File: config.mk
export PLATFORM = sky130hd
export DESIGN_NAME = qirq_front
export DESIGN_NICKNAME = d
export VERILOG_FILES = /design/src/rtl/qirq_pkg.sv /design/src/rtl/qirq_ctrl.sv /design/src/rtl/qirq_dpath.sv /design/src/rtl/qirq_front.sv
export SDC_FILE = /design/constraint.sdc
export NUM_CORES = 1
export LEC_CHECK = 0
export BUFFER_PORTS_ARGS = -buffer_cell sky130_fd_sc_hd__buf_4
export CAP_MARGIN = 20
export CORE_ASPECT_RATIO = 1.75
export CORE_MARGIN = 2
export CORE_UTILIZATION = 54
export DETAILED_ROUTE_END_ITERATION = 8
export HOLD_SLACK_MARGIN = 0.05
export PLACE_DENSITY_LB_ADDON = 0.25
export SLEW_MARGIN = 20
export SYNTH_ARGS = -nofsm -noshare
export SYNTH_HDL_FRONTEND = slang
export SYNTH_SLANG_ARGS = --single-unit
File: constraint.sdc
create_clock -name clk -period 3.88 [get_ports clk]
set_clock_uncertainty 0.1 [all_clocks]
set_input_delay 1.164 -clock clk [delete_from_list [all_inputs] [get_ports clk]]
set_output_delay 1.164 -clock clk [all_outputs]
set_load 0.02 [all_outputs]
File: src/rtl/qirq_pkg.sv
package qirq_pkg;
  localparam int DATA_W  = 16;
  localparam int NUM_SRC = 4;
  localparam int LVL_W   = 3;
  localparam int NUM_LVL = (1 << LVL_W) - 1;
  localparam int ID_W    = 4;
  localparam int CODE_W  = $clog2(NUM_SRC);

  typedef enum logic [1:0] {
    RD_NONE = 2'd0,
    RD_CFG  = 2'd1,
    RD_INT  = 2'd2,
    RD_TAB  = 2'd3
  } rdSel_e;

  typedef struct packed {
    logic              cfgWe;
    logic              intWe;
    logic              tabWe;
    rdSel_e            rdSel;
    logic              accErr;
    logic              ackClaim;
    logic [CODE_W-1:0] ackCode;
  } strobe_t;
endpackage

File: src/rtl/qirq_ctrl.sv
module qirq_ctrl
  import qirq_pkg::*;
#(
  parameter int ADDR_W    = 4,
  parameter int TAB_BASE  = 8,
  parameter int TAB_DEPTH = 8
) (
  input  logic              accValid,
  input  logic              accWrite,
  input  logic              accSuper,
  input  logic [ADDR_W-1:0] accAddr,
  input  logic              iackValid,
  input  logic [LVL_W-1:0]  iackLevel,
  input  logic [ID_W-1:0]   rivalId,
  input  logic              supOnly,
  input  logic [ID_W-1:0]   arbId,
  input  logic [LVL_W-1:0]  lvlQ1,
  input  logic [LVL_W-1:0]  lvlQ2,
  input  logic [NUM_SRC-1:0] pending,
  output strobe_t           stb
);
  localparam logic [ADDR_W-1:0] ADDR_CFG = ADDR_W'(0);
  localparam logic [ADDR_W-1:0] ADDR_TST = ADDR_W'(1);
  localparam logic [ADDR_W-1:0] ADDR_INT = ADDR_W'(2);
  localparam logic [ADDR_W:0]   TAB_LO   = (ADDR_W+1)'(TAB_BASE);
  localparam logic [ADDR_W:0]   TAB_HI   = (ADDR_W+1)'(TAB_BASE + TAB_DEPTH);

  logic isCfg, isTst, isInt, isTab, protLoc, denied, granted;

  assign isCfg   = (accAddr == ADDR_CFG);
  assign isTst   = (accAddr == ADDR_TST);
  assign isInt   = (accAddr == ADDR_INT);
  assign isTab   = ({1'b0, accAddr} >= TAB_LO) && ({1'b0, accAddr} < TAB_HI);
  // control registers are always guarded; the supervisor bit guards the rest
  assign protLoc = isCfg || isTst || isInt || supOnly;
  assign denied  = accValid && !accSuper && protLoc;
  assign granted = accValid && !denied;

  // acknowledge matching per source
  logic [LVL_W-1:0]   srcLvl [NUM_SRC];
  logic [NUM_SRC-1:0] hit;

  for (genvar s = 0; s < NUM_SRC; s++) begin : g_src
    if (s < NUM_SRC / 2) begin : g_q1
      assign srcLvl[s] = lvlQ1;
    end else begin : g_q2
      assign srcLvl[s] = lvlQ2;
    end
    assign hit[s] = pending[s] && (srcLvl[s] != '0) && (srcLvl[s] == iackLevel);
  end

  logic [CODE_W-1:0] hitCode;
  logic              anyHit;
  logic              idWins;

  always_comb begin
    hitCode = '0;
    anyHit  = 1'b0;
    for (int i = NUM_SRC - 1; i >= 0; i--) begin
      if (hit[i]) begin
        hitCode = CODE_W'(i);
        anyHit  = 1'b1;
      end
    end
  end

  assign idWins = (arbId != '0) && (arbId > rivalId);

  always_comb begin
    stb          = '0;
    stb.cfgWe    = granted && accWrite && isCfg;
    stb.intWe    = granted && accWrite && isInt;
    stb.tabWe    = granted && accWrite && isTab;
    stb.accErr   = denied;
    stb.rdSel    = RD_NONE;
    if (granted && !accWrite) begin
      if (isCfg)      stb.rdSel = RD_CFG;
      else if (isInt) stb.rdSel = RD_INT;
      else if (isTab) stb.rdSel = RD_TAB;
    end
    stb.ackClaim = iackValid && anyHit && idWins;
    stb.ackCode  = hitCode;
  end
endmodule

File: src/rtl/qirq_dpath.sv
module qirq_dpath
  import qirq_pkg::*;
#(
  parameter int TAB_DEPTH = 8,
  localparam int TAB_IW   = $clog2(TAB_DEPTH)
) (
  input  logic               clk,
  input  logic               rstN,
  input  strobe_t            stb,
  input  logic [TAB_IW-1:0]  tabIdx,
  input  logic [DATA_W-1:0]  accWdata,
  input  logic [NUM_SRC-1:0] srcReq,
  output logic               supOnly,
  output logic [ID_W-1:0]    arbId,
  output logic [LVL_W-1:0]   lvlQ1,
  output logic [LVL_W-1:0]   lvlQ2,
  output logic [NUM_SRC-1:0] pending,
  output logic [NUM_LVL-1:0] irqLines,
  output logic [DATA_W-1:0]  rdData,
  output logic               accErr,
  output logic               ackClaim,
  output logic [7:0]         ackVector
);
  logic                supQ;
  logic [ID_W-1:0]     arbIdQ;
  logic [LVL_W-1:0]    lvlQ1Q, lvlQ2Q;
  logic [5:0]          baseQ;
  logic                baseWrQ;
  logic [NUM_SRC-1:0]  pendQ;
  logic [DATA_W-1:0]   tabMem [TAB_DEPTH];

  always_ff @(posedge clk) begin
    if (!rstN) begin
      supQ   <= 1'b1;
      arbIdQ <= '0;
    end else if (stb.cfgWe) begin
      supQ   <= accWdata[7];
      arbIdQ <= accWdata[3:0];
    end
  end

  always_ff @(posedge clk) begin
    if (!rstN) begin
      lvlQ1Q  <= '0;
      lvlQ2Q  <= '0;
      baseQ   <= 6'b000011;
      baseWrQ <= 1'b0;
    end else if (stb.intWe) begin
      lvlQ1Q  <= accWdata[14:12];
      lvlQ2Q  <= accWdata[10:8];
      baseQ   <= accWdata[7:2];
      baseWrQ <= 1'b1;
    end
  end

  always_ff @(posedge clk) begin
    if (stb.tabWe) tabMem[tabIdx] <= accWdata;
  end

  for (genvar i = 0; i < NUM_SRC; i++) begin : g_pend
    always_ff @(posedge clk) begin
      if (!rstN)                                          pendQ[i] <= 1'b0;
      else if (srcReq[i])                                 pendQ[i] <= 1'b1;
      else if (stb.ackClaim && stb.ackCode == CODE_W'(i)) pendQ[i] <= 1'b0;
    end
  end

  for (genvar l = 1; l <= NUM_LVL; l++) begin : g_lvl
    assign irqLines[l-1] = ((|pendQ[1:0]) && (lvlQ1Q == LVL_W'(l))) ||
                           ((|pendQ[3:2]) && (lvlQ2Q == LVL_W'(l)));
  end

  always_ff @(posedge clk) begin
    if (!rstN) begin
      rdData    <= '0;
      accErr    <= 1'b0;
      ackClaim  <= 1'b0;
      ackVector <= '0;
    end else begin
      unique case (stb.rdSel)
        RD_CFG:  rdData <= {8'h00, supQ, 3'b000, arbIdQ};
        RD_INT:  rdData <= {1'b0, lvlQ1Q, 1'b0, lvlQ2Q, baseQ, baseWrQ ? 2'b00 : 2'b11};
        RD_TAB:  rdData <= tabMem[tabIdx];
        default: rdData <= '0;
      endcase
      accErr    <= stb.accErr;
      ackClaim  <= stb.ackClaim;
      ackVector <= stb.ackClaim ? {baseQ, stb.ackCode} : 8'h00;
    end
  end

  assign supOnly = supQ;
  assign arbId   = arbIdQ;
  assign lvlQ1   = lvlQ1Q;
  assign lvlQ2   = lvlQ2Q;
  assign pending = pendQ;

  assert_served_cleared_R8: assert property (@(posedge clk) disable iff (!rstN)
    (stb.ackClaim && !srcReq[stb.ackCode]) |=> !pendQ[$past(stb.ackCode)]);

  assert_vec_base_R7: assert property (@(posedge clk) disable iff (!rstN)
    ackClaim |-> (ackVector[7:2] == $past(baseQ)));

  assert_no_claim_id0_R9: assert property (@(posedge clk) disable iff (!rstN)
    ackClaim |-> ($past(arbIdQ) != '0));

  assert_denied_nochange_R10: assert property (@(posedge clk) disable iff (!rstN)
    stb.accErr |=> ($stable(lvlQ1Q) && $stable(lvlQ2Q) && $stable(baseQ) &&
                    $stable(supQ) && $stable(arbIdQ)));
endmodule

File: src/rtl/qirq_front.sv
module qirq_front
  import qirq_pkg::*;
#(
  parameter int ADDR_W    = 4,
  parameter int TAB_BASE  = 8,
  parameter int TAB_DEPTH = 8
) (
  input  logic              clk,
  input  logic              rstN,
  input  logic              accValid,
  input  logic              accWrite,
  input  logic              accSuper,
  input  logic [ADDR_W-1:0] accAddr,
  input  logic [15:0]       accWdata,
  output logic [15:0]       accRdata,
  output logic              accErr,
  input  logic [3:0]        srcReq,
  output logic [6:0]        irqReq,
  input  logic              iackValid,
  input  logic [2:0]        iackLevel,
  input  logic [3:0]        rivalId,
  output logic              ackClaim,
  output logic [7:0]        ackVector
);
  localparam int TAB_IW = $clog2(TAB_DEPTH);

  strobe_t            stb;
  logic               supOnly;
  logic [ID_W-1:0]    arbId;
  logic [LVL_W-1:0]   lvlQ1, lvlQ2;
  logic [NUM_SRC-1:0] pending;

  qirq_ctrl #(.ADDR_W(ADDR_W), .TAB_BASE(TAB_BASE), .TAB_DEPTH(TAB_DEPTH)) u_ctrl (
    .accValid (accValid),
    .accWrite (accWrite),
    .accSuper (accSuper),
    .accAddr  (accAddr),
    .iackValid(iackValid),
    .iackLevel(iackLevel),
    .rivalId  (rivalId),
    .supOnly  (supOnly),
    .arbId    (arbId),
    .lvlQ1    (lvlQ1),
    .lvlQ2    (lvlQ2),
    .pending  (pending),
    .stb      (stb)
  );

  qirq_dpath #(.TAB_DEPTH(TAB_DEPTH)) u_dpath (
    .clk      (clk),
    .rstN     (rstN),
    .stb      (stb),
    .tabIdx   (accAddr[TAB_IW-1:0]),
    .accWdata (accWdata),
    .srcReq   (srcReq),
    .supOnly  (supOnly),
    .arbId    (arbId),
    .lvlQ1    (lvlQ1),
    .lvlQ2    (lvlQ2),
    .pending  (pending),
    .irqLines (irqReq),
    .rdData   (accRdata),
    .accErr   (accErr),
    .ackClaim (ackClaim),
    .ackVector(ackVector)
  );

  assert_err_from_user_R10: assert property (@(posedge clk) disable iff (!rstN)
    accErr |-> $past(accValid && !accSuper));

  assert_err_reads_zero_R10: assert property (@(posedge clk) disable iff (!rstN)
    accErr |-> (accRdata == 16'h0000));

  assert_lvl0_silent_R5: assert property (@(posedge clk) disable iff (!rstN)
    (iackValid && iackLevel == 3'd0) |=> !ackClaim);

  assert_two_lines_max_R4: assert property (@(posedge clk) disable iff (!rstN)
    $countones(irqReq) <= 2);
endmodule

======== After elaboration in Yosys (flattened, before gate mapping) ========
Memory sizes are Yosys's and may differ from the RTL's.
Index checks and enable logic that the tools add are counted.
operators by class
  $lt $le $gt $ge ......................... 2
  eq/ne operators ......................... 24
  multiplexer cells ....................... 24
  reductions and logical operators ........ 62
operators by type and width
  operator                                              number
  case mux 16 bit (3 select lines)                      1
  logical AND 1 bit                                     37
  equality test 3 bit (second input constant)           8
  2-to-1 mux 2 bit                                      9
  2-to-1 mux 1 bit                                      14
  equality test 3 x 2 -> 1 bit (second input constant)  4
  logical OR 1 bit                                      10
  equality test 2 bit (second input constant)           4
  nonzero test 2 bit                                    4
  equality test 3 x 1 -> 1 bit (second input constant)  2
  equality test 3 bit                                   2
  nonzero test 3 bit                                    2
  equality test 2 x 1 -> 1 bit (second input constant)  2
  equality test 4 x 1 -> 1 bit (second input constant)  1
  equality test 4 x 2 -> 1 bit (second input constant)  1
  >= comparator 4 bit (second input constant)           1
  > comparator 4 bit                                    1
  logical NOT 4 bit                                     1
  nonzero test 4 bit                                    1
  OR reduction 2 bit                                    2
  logical NOT 1 bit                                     3
  logical NOT 2 bit                                     1
  AND reduction 2 bit                                   1
word-level totals
  register bits after elaboration ......... 48
  memory bits (writable) .................. 128
  input bits .............................. 37
  output and inout port bits .............. 33
  logic and storage cells ................. 127
  memories kept ........................... 1
memory list
  memory          words  bits a word  read ports  clocked after Yosys merged registers in  wr ports  RTL line          source
  u_dpath.tabMem  8      16           1           0                                        1         qirq_dpath.sv:30  logic [DATA_W-1:0] tabMem [TAB_DEPTH];

======== Logic depth before layout (Yosys ltp) ========
  word-level depth ........................ 12
  mapped depth ............................ 6
  mapped depth without buffers ............ 6

======== By module ========
From an unflattened synthesis, not the netlist that was laid out.
second synthesis, totals
  cells, all modules ...................... 465
  area, all modules ....................... 7014.2 um^2
by module, submodules not included
  module      instances  cells each  area an instance (um^2)  sequential area each (um^2)
  qirq_dpath  1          413         6653.9                   4804.6
  qirq_ctrl   1          52          360.3                    0.0

======== Worst setup path before layout ========
Ideal clock, no wire load.
  path kind ............................... input port to flip-flop
  start ................................... input port accAddr[0]
  end ..................................... memory u_dpath.tabMem[1][0], enable pin
  library setup time ...................... 409 ps
  arrival time ............................ 2939 ps
  required time ........................... 3371 ps
  slack ................................... 432 ps
  cell stages on the path ................. 4
  path buffers ............................ 2
  path through ............................ buf_2 > buf_2 > nand4_1 > nor3_1
on the way
  longest elaborated chain between the ends .. 11
  elaborated cells on any way between the ends .. 14
  those cells by class .................... order compare: 1; eq/ne: 2; mux: 2; reduce/logical: 9
ends and longest elaborated chain
  element                                                                   RTL line                          source
  start: declaration                                                        qirq_front.sv:13                  input logic [ADDR_W-1:0] accAddr,
  equality test 4 x 1 -> 1 bit / logical NOT 4 bit (equally long branches)  qirq_ctrl.sv:31, qirq_ctrl.sv:30
  logical OR 1 bit (3 in a row)                                             qirq_ctrl.sv:35                   assign protLoc = isCfg || isTst || isInt || supOnly;
  logical AND 1 bit                                                         qirq_ctrl.sv:36                   assign denied = accValid && !accSuper && protLoc;
  logical NOT 1 bit                                                         qirq_ctrl.sv:37                   assign granted = accValid && !denied;
  logical AND 1 bit                                                         qirq_ctrl.sv:37
  logical AND 1 bit (2 in a row)                                            qirq_ctrl.sv:73                   stb.tabWe = granted && accWrite && isTab;
  2-to-1 mux 1 bit                                                          qirq_dpath.sv:57                  if (stb.tabWe) tabMem[tabIdx] <= accWdata;
  2-to-1 mux 1 bit (not written as such)                                    qirq_dpath.sv:57
  end: declaration                                                          qirq_dpath.sv:30
Several ways; a longest one is shown, not always the timed one.

======== Final worst setup path ========
  start ................................... register u_dpath.pendQ[0] (netlist: u_dpath.pending[0])
  end ..................................... output port irqReq[3]
on the way
  longest elaborated chain between the ends .. 3
ends and longest elaborated chain
  element                           RTL line          source
  start: declaration                qirq_dpath.sv:29  logic [NUM_SRC-1:0] pendQ;
  start signal: indexed assignment  qirq_dpath.sv:62  if (!rstN) pendQ[i] <= 1'b0;
  start signal: indexed assignment  qirq_dpath.sv:63  else if (srcReq[i]) pendQ[i] <= 1'b1;
  start signal: indexed assignment  qirq_dpath.sv:64  else if (stb.ackClaim && stb.ackCode == CODE_W'(i)) pendQ[i] <= 1'b0;
  OR reduction 2 bit                qirq_dpath.sv:69  assign irqLines[l-1] = ((|pendQ[1:0]) && (lvlQ1Q == LVL_W'(l))) ||
  logical AND 1 bit                 qirq_dpath.sv:69
  logical OR 1 bit                  qirq_dpath.sv:69
  end: declaration                  qirq_front.sv:18  output logic [6:0] irqReq,
No other way between the ends.

==> key figures <==
Synthesis
  • Synth top area cells: sky130_fd_sc_hd__edfxtp_1 (55%), sky130_fd_sc_hd__dfxtp_1 (14%), sky130_fd_sc_hd__mux4_2 (10%)
  • Prevailing post-synth register cell: sky130_fd_sc_hd__edfxtp_1
  • Flops & latches, synth: 176
  • Number of unique standard cell types used by synthesis: 44
  • Post-synthesis net count: approximately 460
  • Library cell with the largest summed area after synthesis: sky130_fd_sc_hd__edfxtp_1
  • Sequential fraction of the synthesis area: between 60% and 70%
  • Number of enable-type register cells in the synthesized netlist: 128
  • Number of warnings reported in the yosys synthesis log: 0
  • Synthesized area: a little under 7000 µm²
  • Post-synthesis area per instance: 16.50 µm²
  • Number of cells produced by synthesis: 420
  • Proportion of register bits with asynchronous set or reset after synthesis: 0%
  • Area share of the leading cell type in the synthesized netlist: 55.46%

STA
  • Max Clk Rate: 338.5 MHz
  • Final Hold Violating Endpoints: 0
  • Unrepaired setup endpoints after global routing: no
  • Clock period minus final worst setup slack: 2954 ps
  • Post-route worst hold slack: 369.7 ps
  • Number of max-slew violations in the final report: 0
  • Setup-failing EPs final: 0
  • Slew @ Worst Pin: 1047 ps
  • Ratio of final minimum period to clock period: 76.14%
  • Relative slew slack: 29.67%
  • Setup total negative slack: 0 ps

Critical path
  • Critical-path cell list: or2_2 > nand2_1 > or3_1 > o31ai_1 > buf_4
  • Max stage delay on crit path: 390 ps
  • Setup crit start kind: register
  • Capturing element type of the critical path: output port
  • Arr. time, crit path: 1690 ps
  • Required time of the worst setup path: approximately 2600 ps
  • Worst-path cell with the longest stage delay: sky130_fd_sc_hd__dfxtp_1
  • CP Class: register to output port
  • Maximum fanout along the worst path: 4

Worst hold path
  • Class of the tightest hold or removal check: register to register

Global routing
  • Wire length of the first global-routing pass: between 20 and 25 mm
  • Via count of the first global-routing pass: 4,116
  • Global routing usage summed across all routing layers: 22.32%
  • Largest net degree at the start of global routing: 40
  • Global-route congestion overflow total: 0
  • Initial antenna violation count: 0

Clocking
  • # resized after CTS: 0
  • Number of buffers on the longest clock path: 2
  • Clock tree from TritonCTS: yes
  • Clock network latency to the later pin of the worst-skew pair: 420 ps
  • Hold-fix buffers, CTS: 0
  • Sinks on the clock net: 176
  • Number of buffers created by CTS: 17
  • Number of setup buffers added after CTS: 0
  • Clock slew at the register clock pins of the worst setup and hold paths: 70 ps
  • Clk Tree Root Cell: sky130_fd_sc_hd__clkbuf_16
  • H-tree levels: 4

Placement
  • Final GP Congestion: 0.7343
  • DP Wirelength: just under 10 mm
  • Post-Place Cells: 647
  • # port buffers: 69

Route
  • Iteration-0 DRC Markers: 248
  • Drt first pass iters: 5
  • Via count: between 3,000 and 4,000
  • Average vias per placed instance: between 5 and 6
  • WL final: approximately 15 mm
  • Mean routed wirelength per cell: about 21 µm
  • Drc violations: 0
  • Final ANT Viol Nets: 0

Outcome
  • Outcome: finished, final reports clean

Floorplanning
  • Area of the placeable core: approximately 12,000 µm²
  • Chip height: 153.9 µm
  • Die Outline Area: 13,790 µm²
  • Number of cell rows: 54
  • Initial Util: 55.45%
  • Number of top-level pins: 70
  • Die extent in x: roughly 90 µm

Finish
  • Share of layout cells above drive strength 1: between 30% and 40%
  • Filler Cells Inserted: around 860
  • Diodes inserted: 0
  • Finished Core Util: 66.15%
  • Final nets: 539
  • P&R area growth vs syn: 19.30%
  • Final instance count without filler cells: 679

Power and ir drop
  • Power density normalized to cell area: 479.5 nW/µm²
  • Reported leakage power: 0.002935 µW
  • Worst VDD drop: 0.2843 mV

Run
  • Number of maximum-capacitance violations: 0
-- final timing paths --
check	startpoint	to	slack [ps]	cells after the start
hold / removal	u_dpath.baseQ[4]	u_dpath.baseQ[4]	370	2
hold reg to reg	u_dpath.baseQ[4]	u_dpath.baseQ[4]	370	2
setup reg to reg	u_dpath.lvlQ1[0]	u_dpath.ackVector[0]	1910	4
setup / recovery	u_dpath.pending[0]	irqReq[3]	930	5
-- per-stage QoR --
stage	area, µm²	setup slack, ps	power (µW)
final	8268	925.7	3965
after global routing	8268	820.0	4083
after CTS	8268	904.9	3995
after detailed placement	7649	678.6	2261
after global placement	7649	745.7	2254
after floorplan	6930	432.0	2180
-- sequential cells by signal, summed over array words and instances, names as in the netlist --
register           cells
u_dpath.arbId          4
u_dpath.lvlQ2          3
u_dpath.tabMem       128
u_dpath.lvlQ1          3
u_dpath.baseQ          6
u_dpath.ackClaim       1
u_dpath.pending        4
u_dpath.baseWrQ        1
u_dpath.supOnly        1
u_dpath.rdData        16
u_dpath.ackVector      8
u_dpath.accErr         1
-- critical path: cells and delay by family, from the launching register on --
family / cells / cell delay (ps)
and+or+nand+nor: 3 / 630
DFF: 1 / 390
buffers and inverters: 1 / 180
AOI/OAI and AO/OA: 1 / 70
-- cells in the mapped netlist, types with 2 or more instances --
cell type / instances
sky130_fd_sc_hd__nand2_1: 36
sky130_fd_sc_hd__or2_2: 2
sky130_fd_sc_hd__or3_1: 2
sky130_fd_sc_hd__mux2i_1: 36
sky130_fd_sc_hd__o21a_1: 2
sky130_fd_sc_hd__clkbuf_1: 8
sky130_fd_sc_hd__nand4_1: 2
sky130_fd_sc_hd__buf_2: 10
sky130_fd_sc_hd__nand4b_1: 2
sky130_fd_sc_hd__nor3_1: 5
sky130_fd_sc_hd__nor4_4: 2
sky130_fd_sc_hd__ha_1: 4
sky130_fd_sc_hd__nand3_1: 2
sky130_fd_sc_hd__inv_1: 8
sky130_fd_sc_hd__o21ai_0: 4
sky130_fd_sc_hd__nor2b_1: 2
sky130_fd_sc_hd__mux4_2: 32
sky130_fd_sc_hd__nand2b_1: 6
sky130_fd_sc_hd__o2bb2ai_1: 9
sky130_fd_sc_hd__dfxtp_1: 48
sky130_fd_sc_hd__a211o_1: 2
sky130_fd_sc_hd__a31oi_1: 4
sky130_fd_sc_hd__nor2_1: 20
sky130_fd_sc_hd__xor2_1: 6
sky130_fd_sc_hd__a21oi_1: 5
sky130_fd_sc_hd__nor3b_1: 6
sky130_fd_sc_hd__edfxtp_1: 128
sky130_fd_sc_hd__o22ai_1: 11
-- power breakdown --
group          internal (µW)  total [µW]  leakage (µW)  switching, µW
logic                   82.0         188       0.00110            106
registers               2020        2030       0.00154           6.14
clock network           1040        1750      0.000300            703
-- layout make-up --
type | count | area (µm²) | area share, %
inverter | 10 | 37.54 | 0.4540
sequential | 176 | 4805 | 58.11
timing repair buffer | 80 | 600.6 | 7.264
multi-input combinational | 213 | 1996 | 24.14
clock buffer | 18 | 439.2 | 5.312
clock inverter | 14 | 180.2 | 2.179
tap | 168 | 210.2 | 2.542
-- layer usage --
layer / up-vias / wire [µm] / track usage (%)
met5: - / 0 / 0
met4: 0 / 276 / 6.112
met3: 20 / 824 / 5.421
met2: 184 / 8004 / 39.18
met1: 2006 / 5429 / 26.79
li1: 1789 / - / -
-- cells by family after synthesis --
family	after synthesis	synth area share, %
XOR/XNOR	6	0.7583
buffers and inverters	31	2.022
multiplexers	68	15.60
AND/OR/NAND/NOR	92	6.987
AO/OA/AOI/OAI	43	4.586
adder cells (fa/ha/maj)	4	0.7222
flip-flops	176	69.33
-- cell usage in the layout, fill, tap and decap left out, types with 2 or more instances in the layout --
cell type / netlist / layout
sky130_fd_sc_hd__nor3_2: 1 / 3
sky130_fd_sc_hd__a31oi_1: 4 / 4
sky130_fd_sc_hd__clkbuf_16: 0 / 17
sky130_fd_sc_hd__buf_4: 1 / 80
sky130_fd_sc_hd__dfxtp_1: 48 / 48
sky130_fd_sc_hd__o21a_1: 2 / 2
sky130_fd_sc_hd__nor2b_1: 2 / 2
sky130_fd_sc_hd__ha_1: 4 / 4
sky130_fd_sc_hd__or2_2: 2 / 2
sky130_fd_sc_hd__mux2i_1: 36 / 36
sky130_fd_sc_hd__nand3_1: 2 / 2
sky130_fd_sc_hd__inv_1: 8 / 8
sky130_fd_sc_hd__o21ai_0: 4 / 4
sky130_fd_sc_hd__bufinv_16: 0 / 3
sky130_fd_sc_hd__a21oi_1: 5 / 5
sky130_fd_sc_hd__nand2_1: 36 / 36
sky130_fd_sc_hd__inv_6: 0 / 4
sky130_fd_sc_hd__a211o_1: 2 / 2
sky130_fd_sc_hd__nor3_1: 5 / 3
sky130_fd_sc_hd__nor4_4: 2 / 2
sky130_fd_sc_hd__edfxtp_1: 128 / 128
sky130_fd_sc_hd__nor2_1: 20 / 20
sky130_fd_sc_hd__clkinv_4: 0 / 3
sky130_fd_sc_hd__o22ai_1: 11 / 11
sky130_fd_sc_hd__o2bb2ai_1: 9 / 9
sky130_fd_sc_hd__xor2_1: 6 / 6
sky130_fd_sc_hd__nor3b_1: 6 / 6
sky130_fd_sc_hd__mux4_2: 32 / 32
sky130_fd_sc_hd__nand4_1: 2 / 2
sky130_fd_sc_hd__or3_1: 2 / 2
sky130_fd_sc_hd__nand2b_1: 6 / 6
sky130_fd_sc_hd__nand4b_1: 2 / 2
(Power assumes the default switching activity.)
